### src/rtl/gpio_pair_pkg.sv
package gpio_pair_pkg;

  localparam int REG_W         = 32;
  localparam int LINE_STRIDE   = 8;
  localparam int FLD_DIR_WE    = 0;
  localparam int FLD_DIR       = 1;
  localparam int FLD_VAL_WE    = 2;
  localparam int FLD_VAL       = 3;
  localparam int FLD_IN        = 4;
  localparam int FLD_PU_DIS    = 5;
  localparam int MASK_LOAD_BIT = 31;

  typedef struct packed {
    logic pu_dis;
    logic val;
    logic val_we;
    logic dir;
    logic dir_we;
  } line_wr_t;

  function automatic line_wr_t unpack_line(input logic [REG_W-1:0] w, input int base);
    line_wr_t f;
    f.dir_we = w[base + FLD_DIR_WE];
    f.dir    = w[base + FLD_DIR];
    f.val_we = w[base + FLD_VAL_WE];
    f.val    = w[base + FLD_VAL];
    f.pu_dis = w[base + FLD_PU_DIS];
    return f;
  endfunction

endpackage

### src/rtl/gpio_in_sync.sv
module gpio_in_sync #(
  parameter int  STAGES    = 2,
  parameter bit  RESET_VAL = 1'b1
) (
  input  logic clk,
  input  logic rst,
  input  logic d,
  output logic q
);

  logic [STAGES-1:0] shreg;

  always_ff @(posedge clk) begin
    if (rst) shreg <= {STAGES{RESET_VAL}};
    else     shreg <= {shreg[STAGES-2:0], d};
  end

  assign q = shreg[STAGES-1];

endmodule

### src/rtl/gpio_line_ctl.sv
module gpio_line_ctl
  import gpio_pair_pkg::*;
#(
  parameter bit LATCH_MASKS = 1'b0
) (
  input  logic     clk,
  input  logic     rst,
  input  logic     wr_en,
  input  logic     mask_load,
  input  line_wr_t fields,
  output logic     dir_o,
  output logic     val_o,
  output logic     pu_dis_o,
  output logic     dir_we_o,
  output logic     val_we_o
);

  logic lat_dir_we;
  logic lat_val_we;
  logic dir_we_eff;
  logic val_we_eff;

  generate
    if (LATCH_MASKS) begin : g_latched
      always_ff @(posedge clk) begin
        if (rst) begin
          lat_dir_we <= 1'b0;
          lat_val_we <= 1'b0;
        end else if (wr_en && mask_load) begin
          lat_dir_we <= fields.dir_we;
          lat_val_we <= fields.val_we;
        end
      end
    end else begin : g_plain
      assign lat_dir_we = 1'b0;
      assign lat_val_we = 1'b0;
    end
  endgenerate

  // stored enables take effect together with the enables of the write itself
  assign dir_we_eff = fields.dir_we | lat_dir_we;
  assign val_we_eff = fields.val_we | lat_val_we;

  always_ff @(posedge clk) begin
    if (rst) begin
      dir_o    <= 1'b0;
      val_o    <= 1'b0;
      pu_dis_o <= 1'b0;
    end else if (wr_en) begin
      pu_dis_o <= fields.pu_dis;
      if (dir_we_eff) dir_o <= fields.dir;
      if (val_we_eff) val_o <= fields.val;
    end
  end

  assign dir_we_o = lat_dir_we;
  assign val_we_o = lat_val_we;

endmodule

### src/rtl/gpio_pair_regs.sv
module gpio_pair_regs
  import gpio_pair_pkg::*;
#(
  parameter int NUM_LINES   = 2,
  parameter bit LATCH_MASKS = 1'b0,
  parameter int SYNC_STAGES = 2
) (
  input  logic                 clk,
  input  logic                 rst,
  input  logic                 wr_en,
  input  logic [REG_W-1:0]     wr_data,
  output logic [REG_W-1:0]     rd_data,
  output logic [NUM_LINES-1:0] pad_oe,
  output logic [NUM_LINES-1:0] pad_out,
  input  logic [NUM_LINES-1:0] pad_in,
  output logic [NUM_LINES-1:0] pad_pu_dis
);

  localparam int USED_W = NUM_LINES * LINE_STRIDE;

  logic [NUM_LINES-1:0] dir_q;
  logic [NUM_LINES-1:0] val_q;
  logic [NUM_LINES-1:0] pu_q;
  logic [NUM_LINES-1:0] ldir_we;
  logic [NUM_LINES-1:0] lval_we;
  logic [NUM_LINES-1:0] in_sync;
  logic [REG_W-1:0]     rd_next;

  generate
    for (genvar g = 0; g < NUM_LINES; g++) begin : g_line
      line_wr_t fld;
      assign fld = unpack_line(wr_data, g * LINE_STRIDE);

      gpio_line_ctl #(.LATCH_MASKS(LATCH_MASKS)) u_ctl (
        .clk       (clk),
        .rst       (rst),
        .wr_en     (wr_en),
        .mask_load (wr_data[MASK_LOAD_BIT]),
        .fields    (fld),
        .dir_o     (dir_q[g]),
        .val_o     (val_q[g]),
        .pu_dis_o  (pu_q[g]),
        .dir_we_o  (ldir_we[g]),
        .val_we_o  (lval_we[g])
      );

      gpio_in_sync #(.STAGES(SYNC_STAGES), .RESET_VAL(1'b1)) u_sync (
        .clk (clk),
        .rst (rst),
        .d   (pad_in[g]),
        .q   (in_sync[g])
      );
    end
  endgenerate

  always_comb begin
    rd_next = '0;
    for (int i = 0; i < NUM_LINES; i++) begin
      rd_next[i*LINE_STRIDE + FLD_DIR_WE] = ldir_we[i];
      rd_next[i*LINE_STRIDE + FLD_DIR]    = dir_q[i];
      rd_next[i*LINE_STRIDE + FLD_VAL_WE] = lval_we[i];
      rd_next[i*LINE_STRIDE + FLD_VAL]    = val_q[i];
      rd_next[i*LINE_STRIDE + FLD_IN]     = in_sync[i];
      rd_next[i*LINE_STRIDE + FLD_PU_DIS] = pu_q[i];
    end
  end

  always_ff @(posedge clk) begin
    if (rst) rd_data <= '0;
    else     rd_data <= rd_next;
  end

  assign pad_oe     = dir_q;
  assign pad_out    = val_q;
  assign pad_pu_dis = pu_q;

  initial begin
    if (USED_W > MASK_LOAD_BIT) $error("gpio_pair_regs: too many lines for register");
  end

endmodule

### config.mk
export PLATFORM = sky130hd
export DESIGN_NAME = gpio_pair_regs
export DESIGN_NICKNAME = d
export VERILOG_FILES = /design/src/rtl/gpio_pair_pkg.sv /design/src/rtl/gpio_in_sync.sv /design/src/rtl/gpio_line_ctl.sv /design/src/rtl/gpio_pair_regs.sv
export SDC_FILE = /design/constraint.sdc
export NUM_CORES = 1
export LEC_CHECK = 0
export BUFFER_PORTS_ARGS = -buffer_cell sky130_fd_sc_hd__buf_4
export CORE_AREA = 2 2 52 54
export DETAILED_ROUTE_END_ITERATION = 16
export DIE_AREA = 0 0 54 56
export PLACE_DENSITY = 0.78
export SLEW_MARGIN = 20
export SYNTH_ARGS = -nofsm -noshare
export SYNTH_HDL_FRONTEND = slang
export SYNTH_SLANG_ARGS = --single-unit
### constraint.sdc
create_clock -name clk -period 0.8 [get_ports clk]
set_input_delay 0.08 -clock clk [delete_from_list [all_inputs] [get_ports clk]]
set_output_delay 0.08 -clock clk [all_outputs]
set_load 0.01 [all_outputs]
* After elaboration in Yosys (flattened, before gate mapping)
Index checks and enable logic that the tools add are counted.
** Operators by class
- Reduce and logical (&&, ||, !) cells :: 4
** Operators with widths (number)
- $reduce_and 2->1 :: 4
** Storage, ports and cells
- Bits in registers :: 42

* Logic depth before layout (Yosys ltp)
Gate-level depths: netlist of run 1.
- Word-level depth :: 1
- Mapped depth :: 3

* Modules after synthesis
From an unflattened synthesis of run 1, not the netlist that was laid out.
** Second synthesis, totals
- Cells, all modules :: 82
- Area total of the unflattened synthesis :: 890.9 um2
** Modules (own cells, without submodules)
- gpio_pair_regs :: area each 520.5 um2, times used 1, cells each 46, sequential area each 240.2 um2
- gpio_line_ctl :: area each 132.6 um2, times used 2, cells each 14, sequential area each 60.1 um2
- gpio_in_sync :: area each 52.6 um2, times used 2, cells each 4, sequential area each 40.0 um2

* Worst setup path before layout of run 1
No wires, ideal clock.
- Path kind :: reg-to-reg
- Start point :: reg g_line[0].u_ctl.dir_o (netlist name)
- End point :: reg g_line[0].u_ctl.dir_o
- Setup slack :: 0.111 ns
- Required time :: 0.734 ns
- Data arrival time :: 0.623 ns
- Cell stages (with the launch flop) :: 3
- Setup time :: 0.066 ns
- Cells stage by stage :: dfxtp_1 > a21bo_1 > a21oi_2
** RTL lines
- end signal, assigned :: line gpio_line_ctl.sv:51 : if (dir_we_eff) dir_o <= fields.dir;
- end, declared :: line gpio_line_ctl.sv:11 : output logic dir_o,

* Final worst setup path of run 1
- Start point :: reg g_line[1].u_ctl.dir_o
- End point :: out pad_oe[1]
** RTL lines
- start, declared :: line gpio_line_ctl.sv:11
- start signal, assigned :: line gpio_line_ctl.sv:51
- end, declared :: line gpio_pair_regs.sv:13 : output logic [NUM_LINES-1:0] pad_oe,
No word-level cell between the ends.

==> results of run 1 <==
synthesized netlist by cell type:
cell	n	area (sq um)
sky130_fd_sc_hd__dfxtp_1	18	360
sky130_fd_sc_hd__and2b_2	8	70.1
sky130_fd_sc_hd__or2_1	4	25.0
sky130_fd_sc_hd__nor2_1	2	7.51
sky130_fd_sc_hd__conb_1	1	3.75
sky130_fd_sc_hd__nand3_1	4	20.0
sky130_fd_sc_hd__a21bo_1	4	40.0
sky130_fd_sc_hd__buf_4	30	225
sky130_fd_sc_hd__a21oi_2	4	35.0
sky130_fd_sc_hd__mux2i_1	2	20.0
sky130_fd_sc_hd__buf_6	2	22.5
through the flow:
| stage | hold slack (ns) | setup slack (ns) |
|---|---|---|
| detailed placement | 0.273 | 0.0454 |
| global placement | 0.266 | 0.0696 |
| CTS | 0.0357 | -0.0411 |
| floorplan | 0.177 | 0.111 |
| finish | 0.0496 | -0.0270 |
| global route | 0.0274 | -0.0753 |
sequential cells by signal, indices dropped and copies added (netlist names):
| register | count |
|---|---|
| g_line.u_sync.shreg | 4 |
| rd_data | 8 |
| g_line.u_ctl.val_o | 2 |
| g_line.u_ctl.dir_o | 2 |
| g_line.u_ctl.pu_dis_o | 2 |
layer usage:
| metal | GRT usage | wire, um |
|---|---|---|
| met5 | 0 | 0 |
| met2 | 0.143 | 645 |
| met3 | 0.0242 | 149 |
| met4 | 0.0536 | 0 |
| met1 | 0.0717 | 473 |
repair_timing:
| item | 4_1_cts | 5_1_grt |
|---|---|---|
| gates resized for setup | 26 | 2 |
| setup endpoints to repair | 14 | 14 |
| hold buffers | 2 | 0 |
| endpoints found under the hold margin | 2 | 0 |
placed cells by master, fill, tap and decap left out:
| master | instances |
|---|---|
| sky130_fd_sc_hd__dfxtp_2 | 14 |
| sky130_fd_sc_hd__and2b_2 | 8 |
| sky130_fd_sc_hd__mux2i_1 | 2 |
| sky130_fd_sc_hd__nor2_1 | 2 |
| sky130_fd_sc_hd__a21oi_2 | 4 |
| sky130_fd_sc_hd__a21bo_1 | 4 |
| sky130_fd_sc_hd__conb_1 | 24 |
| sky130_fd_sc_hd__clkbuf_8 | 1 |
| sky130_fd_sc_hd__clkbuf_4 | 3 |
| sky130_fd_sc_hd__or2_1 | 4 |
| sky130_fd_sc_hd__buf_6 | 14 |
| sky130_fd_sc_hd__dlygate4sd3_1 | 2 |
| sky130_fd_sc_hd__buf_4 | 14 |
| sky130_fd_sc_hd__nand3_1 | 4 |
| sky130_fd_sc_hd__dfxtp_1 | 4 |
worst max-delay path by stage:
stage	end	slack (ns)
finish	pad_oe[1]	-0.03
global route	pad_out[1]	-0.08
CTS	pad_out[0]	-0.04
detailed placement	g_line[1].u_ctl.dir_o	0.05
global placement	g_line[0].u_ctl.val_o	0.07
floorplan	g_line[0].u_ctl.dir_o	0.11
area by class of cell:
class | instances | area (sq um) | area share
tap | 30 | 37.5 | 0.0360
timing repair buffer | 30 | 283 | 0.271
clock buffer | 4 | 36.3 | 0.0348
sequential | 18 | 378 | 0.363
multi-input combinational | 52 | 308 | 0.295
logic make-up (layout without fill, tap and decap cells):
family | Yosys count | in the layout
buffers and inverters | 32 | 34
flip-flops | 18 | 18
AND/OR/NAND/NOR | 18 | 18
AO/OA/AOI/OAI | 8 | 8
multiplexers | 2 | 2
other | 1 | 24
worst min-delay path: stages:
cell                      delay, ns
sky130_fd_sc_hd__buf_4         0.08
sky130_fd_sc_hd__mux2i_1       0.06
sky130_fd_sc_hd__nor2_1        0.08
power by group through the flow:
stage / Clock, W / Sequential (W) / Combinational [W]
after floorplan: 0 / 0.000978 / 0.000238
after global placement: 0 / 0.000973 / 0.000238
after detailed placement: 0 / 0.000975 / 0.000243
after CTS: 0.000552 / 0.000964 / 0.000269
after global routing: 0.000597 / 0.000969 / 0.000292
final: 0.000520 / 0.000965 / 0.000270
==> qor_table.md, run 1 <==
| Item | This run |
| --- | --- |
| Run status | finished with violations |
| Violations in the final reports | setup timing |
| Worst Hold Path EP | g_line[0].u_ctl.pu_dis_o |
| Critical register-to-register path startpoint | g_line[1].u_ctl.dir_o |
| Worst setup skew after layout | 0.000633 ns |
| Combinational group share of total power | 0.154 |
| Mux share of post-synthesis cell area | 0.0241 |
| Highest clock frequency the design can meet | 1210 MHz |
| Y dimension of the die | 56 um |
| Clock tree root buffer cell | sky130_fd_sc_hd__clkbuf_4 |
| Die X-Extent | 54 um |
| Worst supply voltage drop on vdd | 0.950 mV |
| Share of the synthesized netlist area taken by xor and xnor gates | 0 |
| Post-CTS setup buffer count | 0 |
| Minimum clock period after layout | 0.827 ns |
| Static Leak | 0.504 nW |
| Highest cell delay on the worst timing path | 0.36 ns |
| Cell at the slowest stage of the critical path | sky130_fd_sc_hd__dfxtp_2 |
| Starting DRT DRC Count | 1 |
| Antenna Violating Nets Remaining | 0 |
| Start-to-end type of the worst setup path | register to output pin |
| Vias in the first global route | 403 |
| Clock sinks | 18 |
| Post-Synth Simple-Gate Area | 0.148 |
| Worst EP required | 0.72 ns |
| Net switching power of the design | 0.000394 W |
| Final clock period utilization by the worst path | 1.03 |
| Clock group share of total power | 0.297 |
| Post-synthesis sequential element count | 18 |
| List of cells traversed by the critical path | buf_6 |
| Standard cell core area | 2430 sq um |
| Data arrival time of the critical path | 0.75 ns |
| Post-Layout Cell Count | 134 |
| Initial standard-cell utilization of the core | 0.341 |
| Switching share of power | 0.224 |
| Area post-placement | 916 sq um |
| Crit Path Max Fanout | 3 |
| Warnings from Yosys | 0 |
| Instance count on the critical path | 1 |
| Critical path endpoint category | output pin |
| Count of standard-cell rows | 18 |
| Summed area of non-filler cells in the final layout | 1040 sq um |
| Final WS setup | -0.0270 ns |
| Worst reg2reg endpoint | g_line[1].u_ctl.dir_o |
| Fraction of final layout cells sized beyond drive strength 1 | 0.558 |
| Final Hold Violating Endpoints | 0 |
| Number of unique standard cell types used by synthesis | 11 |
| Util after Layout | 0.428 |
| Setup total negative slack | -0.102 ns |
| DR vias/cell | 3.72 |
| Setup violators final | 6 |
| Skew-Pair Late Insertion Delay | 0.28 ns |
| Antenna cell count | 0 |
| Initial antenna violation count | 0 |
| Max-capacitance violation count | 0 |
| DRC violations left | 0 |
| Layout filler cell count | 226 |
| Hold Path Class | input port to register |
| Cell count after synthesis | 79 |
| # H-tree levels | 1 |
| Ports | 75 |
| Total wirelength of the detailed-routed design | 1270 um |
| Worst-case register-to-register setup slack | 0.04 ns |
| Sequential share of power | 0.550 |
| Pin count of the biggest net entering global routing | 19 |
| Die Outline Area | 3020 sq um |
| Sequential element share of the synthesized area | 0.434 |
| First-pass GRT wire length | 1680 um |
| Final weighted congestion in routability-driven placement | 0.591 |
| Buffers from clock root to sink, at most | 2 |
| Unrepaired setup endpoints after global routing | true |
| Startpoint type of the worst setup path | register |
| Overall Power | 0.00175 W |
| Gr usage total | 0.0794 |
| Launch instance of the worst min-delay path | wr_data[5] |
| Count of input and output buffers | 28 |
| Combinational family with the most area after synthesis | buffers and inverters |
| Worst setup path startpoint | g_line[1].u_ctl.dir_o |
| CTS tree | done |
| Adder-cell share of the synthesized area | 0 |
| Half-perimeter wire length after detailed placement | 964 um |
| Count of cells along the worst register-to-register path | 2 |
| Top delay family on crit path | flip-flops |
| # nets final | 142 |
| Total overflow reported by the global router | 0 |
| Compound-gate portion of the synthesized area | 0.0905 |
| Synth Cell Area | 830 sq um |
| Via count of the routed design | 498 |
| Post-Syn Area per Cell | 10.5 sq um |
| Total clock buffers created by CTS | 3 |
| Area growth from synthesis to layout | 25.6% |
| Drt first pass iters | 2 |
| Number of buffers and inverters on the critical path | 1 |
| Final Max Slew Viols | 0 |
| Post-detailed-route wirelength per cell | 9.47 um |
| Cell Int Power | 0.00136 W |
| PD cells | 1680 nW/um^2 |
| Instance count after placement with tap cells included | 128 |
| Clock transition at the register clock pins on the worst setup and hold paths after CTS | 0.09 ns |
| Worst hold path stage count | 3 |
(Power assumes the default switching activity.)
==> inputs of run 2 (changes only) <==
--- a/config.mk
+++ b/config.mk
@@ -5,11 +5,12 @@
 export SDC_FILE = /design/constraint.sdc
 export NUM_CORES = 1
 export LEC_CHECK = 0
+export ABC_AREA = 1
 export BUFFER_PORTS_ARGS = -buffer_cell sky130_fd_sc_hd__buf_4
-export CORE_AREA = 2 2 52 54
+export CORE_AREA = 2 2 50 52
 export DETAILED_ROUTE_END_ITERATION = 16
-export DIE_AREA = 0 0 54 56
-export PLACE_DENSITY = 0.78
+export DIE_AREA = 0 0 52 54
+export PLACE_DENSITY = 0.83
 export SLEW_MARGIN = 20
 export SYNTH_ARGS = -nofsm -noshare
 export SYNTH_HDL_FRONTEND = slang
==> constraint.sdc (replaced) <==
create_clock -name clk -period 0.96 [get_ports clk]
set_input_delay 0.096 -clock clk [delete_from_list [all_inputs] [get_ports clk]]
set_output_delay 0.096 -clock clk [all_outputs]
set_load 0.01 [all_outputs]
==> run 2 against run 1 <==
Against the previous run:
- the run now ends clean
- cell count is 15% higher
- register-to-register slack gained 0.31 ns
- utilization is 1.6 points lower
- critical path depth unchanged
- final area decreased by 8.2%
- critical endpoint is now pad_oe[0]
- largest power group unchanged
- highest routed layer unchanged
==> qor_table.md, run 2 <==
| Item | This run |
| --- | --- |
| Commonest non-fill, non-tap cells in the layout | sky130_fd_sc_hd__buf_4, sky130_fd_sc_hd__conb_1, sky130_fd_sc_hd__dfxtp_1 |
| Y dimension of the die | 54 um |
| Final Hold Violating Endpoints | 0 |
| Final clock period utilization by the worst path | 0.915 |
| Number of unique standard cell types used by synthesis | 11 |
| Cell count after synthesis | 99 |
| Final weighted congestion in routability-driven placement | 0.534 |
| Post-Syn Area per Cell | 8.23 sq um |
| Data arrival time of the critical path | 0.78 ns |
| Leading cell type in the layout, fill and taps excluded | sky130_fd_sc_hd__buf_4 |
| Mux share of post-synthesis cell area | 0 |
| Hold Path Class | input port to register |
| Synth top area share | 0.442 |
| Skew-Pair Late Insertion Delay | 0.28 ns |
| # nets final | 162 |
| Count of standard-cell rows | 18 |
| Vias in the first global route | 474 |
| Setup total negative slack | 0 ns |
| Net switching power of the design | 0.000348 W |
| Regs by FF count | rd_data x8, g_line.u_sync.shreg x4 |
| Number of buffers and inverters on the critical path | 1 |
| Starting DRT DRC Count | 2 |
| Commonest cells post-synth | sky130_fd_sc_hd__buf_4, sky130_fd_sc_hd__dfxtp_1, sky130_fd_sc_hd__nor2_1 |
| Half-perimeter wire length after detailed placement | 1030 um |
| Post-detailed-route wirelength per cell | 8.36 um |
| Setup violators final | 0 |
| Adder-cell share of the synthesized area | 0 |
| Synth Cell Area | 815 sq um |
| First-pass GRT wire length | 1840 um |
| Most common cell in the netlist | sky130_fd_sc_hd__buf_4 |
| Combinational group share of total power | 0.156 |
| Pin count of the biggest net entering global routing | 14 |
| PD cells | 1540 nW/um^2 |
| Fraction of final layout cells sized beyond drive strength 1 | 0.258 |
| Total clock buffers created by CTS | 3 |
| Warnings from Yosys | 0 |
| Worst setup skew after layout | 0.00209 ns |
| Max-capacitance violation count | 0 |
| Antenna cell count | 0 |
| Highest cell delay on the worst timing path | 0.37 ns |
| Critical path endpoint category | output pin |
| Largest register FFs | 8 |
| Standard cell core area | 2320 sq um |
| Clock sinks | 18 |
| Clock transition at the register clock pins on the worst setup and hold paths after CTS | 0.09 ns |
| Antenna Violating Nets Remaining | 0 |
| Highest clock frequency the design can meet | 1140 MHz |
| Static Leak | 0.524 nW |
| Area growth from synthesis to layout | 17.5% |
| Total wirelength of the detailed-routed design | 1290 um |
| Cell type contributing the most total cell area after synthesis | sky130_fd_sc_hd__dfxtp_1 |
| Start-to-end type of the worst setup path | register to output pin |
| Run status | completed |
| Final Max Slew Viols | 0 |
| Worst supply voltage drop on vdd | 0.594 mV |
| Worst EP required | 0.86 ns |
| Initial standard-cell utilization of the core | 0.351 |
| Buffers from clock root to sink, at most | 2 |
| Sequential share of power | 0.548 |
| Combinational family with the most area after synthesis | buffers and inverters |
| Die Outline Area | 2810 sq um |
| Post-synthesis sequential element count | 18 |
| Switching share of power | 0.237 |
| Dominant cells by area after synthesis | sky130_fd_sc_hd__dfxtp_1, sky130_fd_sc_hd__buf_4, sky130_fd_sc_hd__nor2_1, sky130_fd_sc_hd__inv_1, sky130_fd_sc_hd__or2_1 |
| CTS tree | done |
| Number of flops mapped to enable cells by yosys | 0 |
| List of cells traversed by the critical path | buf_4 |
| Hold Slack | 0.0518 ns |
| Die X-Extent | 52 um |
| Top delay family on crit path | flip-flops |
| Cell at the slowest stage of the critical path | sky130_fd_sc_hd__dfxtp_1 |
| Worst-case register-to-register setup slack | 0.35 ns |
| Unrepaired setup endpoints after global routing | false |
| Drt first pass iters | 3 |
| Cell Int Power | 0.00112 W |
| DRC violations left | 0 |
| Share of the synthesized netlist area taken by xor and xnor gates | 0 |
| Post-CTS setup buffer count | 0 |
| # H-tree levels | 1 |
| Count of input and output buffers | 28 |
| Compound-gate portion of the synthesized area | 0.0369 |
| Total overflow reported by the global router | 0 |
| Clock group share of total power | 0.296 |
| Minimum clock period after layout | 0.879 ns |
| Clock tree root buffer cell | sky130_fd_sc_hd__clkbuf_4 |
| Register with the highest flop count | rd_data |
| Startpoint type of the worst setup path | register |
| Most common flop cell mapped by yosys | sky130_fd_sc_hd__dfxtp_1 |
| Gr usage total | 0.0914 |
| Crit Path Max Fanout | 3 |
| Via count of the routed design | 555 |
| DR vias/cell | 3.60 |
| Ports | 75 |
| Initial antenna violation count | 0 |
| Sequential element share of the synthesized area | 0.442 |
| Post-Synth Simple-Gate Area | 0.147 |
| FFs w/ async S/R, synth | 0 |
-- run 2: cell types whose count changed in the layout (fill, tap and decap cells not counted), moves of 8 or more --
cell / delta
sky130_fd_sc_hd__inv_1: +14
sky130_fd_sc_hd__and2b_2: -8
sky130_fd_sc_hd__dfxtp_1: +14
sky130_fd_sc_hd__dfxtp_2: -14
sky130_fd_sc_hd__buf_6: -14
sky130_fd_sc_hd__nor2_1: +14
sky130_fd_sc_hd__buf_4: +14
-- run 2: power by group through the flow --
| stage | sequential, W | combinational [W] | clock [W] |
|---|---|---|---|
| floorplan | 0.000828 | 0.000209 | 0 |
| global placement | 0.000822 | 0.000216 | 0 |
| detailed placement | 0.000824 | 0.000222 | 0 |
| CTS | 0.000807 | 0.000230 | 0.000449 |
| global route | 0.000812 | 0.000256 | 0.000477 |
| finish | 0.000806 | 0.000229 | 0.000435 |
-- run 2: final cells by class --
class | count | area (sq um)
fillers | 235 | 1360
multi-input cells | 58 | 240
flip-flops and latches | 18 | 360
clock buffers | 4 | 36.3
repair buffers | 30 | 230
well taps | 30 | 37.5
inverters | 14 | 52.6
-- run 2: repair_timing --
item                                   CTS  global route
gates resized for setup                  0             0
endpoints found under the hold margin    2             0
hold buffers                             2             0
-- run 2: worst paths after layout --
| check | startpoint | to | cells past startpoint |
|---|---|---|---|
| min | wr_data[5] | g_line[0].u_ctl.pu_dis_o | 3 |
| min reg2reg | g_line[1].u_sync.shreg[1] | rd_data[12] | 2 |
| max reg2reg | g_line[1].u_ctl.pu_dis_o | g_line[1].u_ctl.pu_dis_o | 2 |
| max | g_line[0].u_ctl.dir_o | pad_oe[0] | 1 |
-- run 2: cell families (layout without fill, tap and decap cells) --
family	Yosys count	count (layout)
AOI/OAI and AO/OA	6	6
buffers and inverters	46	48
DFF	18	18
other	1	24
and+or+nand+nor	28	28
-- run 2: per-layer routing --
metal,up-vias,track usage,part of all wire
met2,30,0.186,0.53
met5,-,0,0
met1,238,0.0838,0.37
met3,0,0.0167,0.10
li1,287,-,-
met4,0,0.0526,0
-- run 2: through the flow --
| step | instance area, sq um | power (W) | utilization | setup slack (ns) | instances |
|---|---|---|---|---|---|
| final | 957 | 0.00147 | 0.413 | 0.0814 | 154 |
| after detailed placement | 901 | 0.00105 | 0.388 | 0.269 | 148 |
| after CTS | 957 | 0.00149 | 0.413 | 0.0674 | 154 |
| after global routing | 957 | 0.00154 | 0.413 | 0.0300 | 154 |
| after floorplan | 901 | 0.00104 | - | 0.387 | 122 |
| after global placement | 901 | 0.00104 | 0.388 | 0.297 | 148 |
==> inputs of run 3 (changes only) <==
--- a/config.mk
+++ b/config.mk
@@ -8,9 +8,11 @@
 export ABC_AREA = 1
 export BUFFER_PORTS_ARGS = -buffer_cell sky130_fd_sc_hd__buf_4
 export CORE_AREA = 2 2 50 52
+export CTS_CLUSTER_SIZE = 25
 export DETAILED_ROUTE_END_ITERATION = 16
 export DIE_AREA = 0 0 52 54
 export PLACE_DENSITY = 0.83
+export RECOVER_POWER = 100
 export SLEW_MARGIN = 20
 export SYNTH_ARGS = -nofsm -noshare
 export SYNTH_HDL_FRONTEND = slang
==> run 3 against run 2 <==
Against the previous run:
- non-clock buffer count unchanged
- first-iteration DRC count is the same
- clock power is essentially flat
- utilization shrank 1.6 points
- largest cell class unchanged
==> qor_table.md, run 3 (same netlist as run 2, synthesis figures left out) <==
| Item | This run |
| --- | --- |
| Number of buffers and inverters on the critical path | 1 |
| Top delay family on crit path | flip-flops |
| Largest register FFs | 8 |
| Initial antenna violation count | 0 |
| Final Max Slew Viols | 0 |
| Initial standard-cell utilization of the core | 0.351 |
| Commonest non-fill, non-tap cells in the layout | sky130_fd_sc_hd__conb_1, sky130_fd_sc_hd__dfxtp_1, sky130_fd_sc_hd__nor2_1, sky130_fd_sc_hd__buf_4, sky130_fd_sc_hd__inv_1 |
| Unrepaired setup endpoints after global routing | false |
| Leading cell type in the layout, fill and taps excluded | sky130_fd_sc_hd__conb_1 |
| Fraction of final layout cells sized beyond drive strength 1 | 0.177 |
| Startpoint type of the worst setup path | register |
| Total overflow reported by the global router | 0 |
| Worst EP required | 0.86 ns |
| Setup violators final | 0 |
| Starting DRT DRC Count | 2 |
| Clock sinks | 18 |
| Run status | completed |
| List of cells traversed by the critical path | clkbuf_1 |
| Cell at the slowest stage of the critical path | sky130_fd_sc_hd__dfxtp_1 |
| Hold Slack | 0.0503 ns |
| Post-cts hold buffer count | 2 |
| Pin count of the biggest net entering global routing | 14 |
| Drt first pass iters | 3 |
| Worst supply voltage drop on vdd | 0.583 mV |
| Total wirelength of the detailed-routed design | 1310 um |
| Final clock period utilization by the worst path | 0.928 |
| Ports | 75 |
| Skew-Pair Late Insertion Delay | 0.28 ns |
| Buffers from clock root to sink, at most | 2 |
| # nets final | 162 |
| Static Leak | 0.483 nW |
| Resized Gates After CTS | 0 |
| DR vias/cell | 3.58 |
| Worst setup skew after layout | 0.000829 ns |
| Count of input and output buffers | 28 |
| Register with the highest flop count | rd_data |
| Y dimension of the die | 54 um |
| Hold Path Class | input port to register |
| Highest cell delay on the worst timing path | 0.36 ns |
| Post-Layout Cell Count | 154 |
| Data arrival time of the critical path | 0.79 ns |
| Crit Path Max Fanout | 3 |
| Max-capacitance violation count | 0 |
| Die Outline Area | 2810 sq um |
| Setup total negative slack | 0 ns |
| Regs by FF count | rd_data x8, g_line.u_sync.shreg x4 |
| Count of standard-cell rows | 18 |
| Half-perimeter wire length after detailed placement | 1030 um |
| Vias in the first global route | 474 |
| Via count of the routed design | 552 |
| DRC violations left | 0 |
| Minimum clock period after layout | 0.891 ns |
| Area growth from synthesis to layout | 12.9% |
| # H-tree levels | 1 |
| Clock tree root buffer cell | sky130_fd_sc_hd__clkbuf_4 |
| Antenna cell count | 0 |
| Final weighted congestion in routability-driven placement | 0.534 |
| PD cells | 1580 nW/um^2 |
| Gr usage total | 0.0914 |
| Post-detailed-route wirelength per cell | 8.52 um |
| Start-to-end type of the worst setup path | register to output pin |
| Highest clock frequency the design can meet | 1120 MHz |
| Critical path endpoint category | output pin |
| Util after Layout | 0.396 |
| First-pass GRT wire length | 1840 um |
| Total clock buffers created by CTS | 3 |
| Antenna Violating Nets Remaining | 0 |
| Layout filler cell count | 253 |
| Final Hold Violating Endpoints | 0 |
| Standard cell core area | 2320 sq um |
| Clock transition at the register clock pins on the worst setup and hold paths after CTS | 0.09 ns |
| Post-CTS setup buffer count | 0 |
| Instance count after placement with tap cells included | 148 |
| CTS tree | done |
| Die X-Extent | 52 um |
## run 3: changes by cell type in the layout (fill, tap and decap cells not counted)
cell                       before  now
sky130_fd_sc_hd__buf_4         28   16
sky130_fd_sc_hd__clkbuf_1       0   10
sky130_fd_sc_hd__clkbuf_4       3    5
sky130_fd_sc_hd__o21ai_0        0    2
sky130_fd_sc_hd__o21ai_1        2    0
## run 3: path summary, 6_finish.rpt
path	from	end	cells after the start	slack, ns
worst max-delay path	g_line[0].u_ctl.val_o	pad_out[0]	1	0.07
worst min-delay path	wr_data[5]	g_line[0].u_ctl.pu_dis_o	3	0.05
worst max register to register	g_line[1].u_ctl.pu_dis_o	g_line[1].u_ctl.pu_dis_o	2	0.31
worst min register to register	g_line[1].u_sync.shreg[1]	rd_data[12]	2	0.41
## run 3: per-stage QoR
step                      instance area (sq um)  setup WS, ns  power [W]
final                                       920        0.0695    0.00145
after global routing                        920        0.0164    0.00153
after CTS                                   957        0.0674    0.00149
after detailed placement                    901         0.269    0.00105
after global placement                      901         0.297    0.00104
after floorplan                             901         0.387    0.00104
## run 3: layout make-up
type,count,area [sq um],area share
multi-input cells,58,240,0.261
well taps,30,37.5,0.0408
inverters,14,52.6,0.0571
repair buffers,30,193,0.210
flip-flops and latches,18,360,0.392
clock buffers,4,36.3,0.0395
## run 3: where the power goes
group          internal, W  total, W  switching, W
combinational    0.0000871  0.000211      0.000124
sequential        0.000788  0.000805     0.0000179
clock             0.000230  0.000437      0.000207
## run 3: routing by layer
| metal | up-vias | share of wire | track usage |
|---|---|---|---|
| li1 | 286 | - | - |
| met1 | 236 | 0.37 | 0.0838 |
| met2 | 30 | 0.52 | 0.186 |
| met3 | 0 | 0.11 | 0.0167 |
| met4 | 0 | 0 | 0.0526 |
| met5 | - | 0 | 0 |
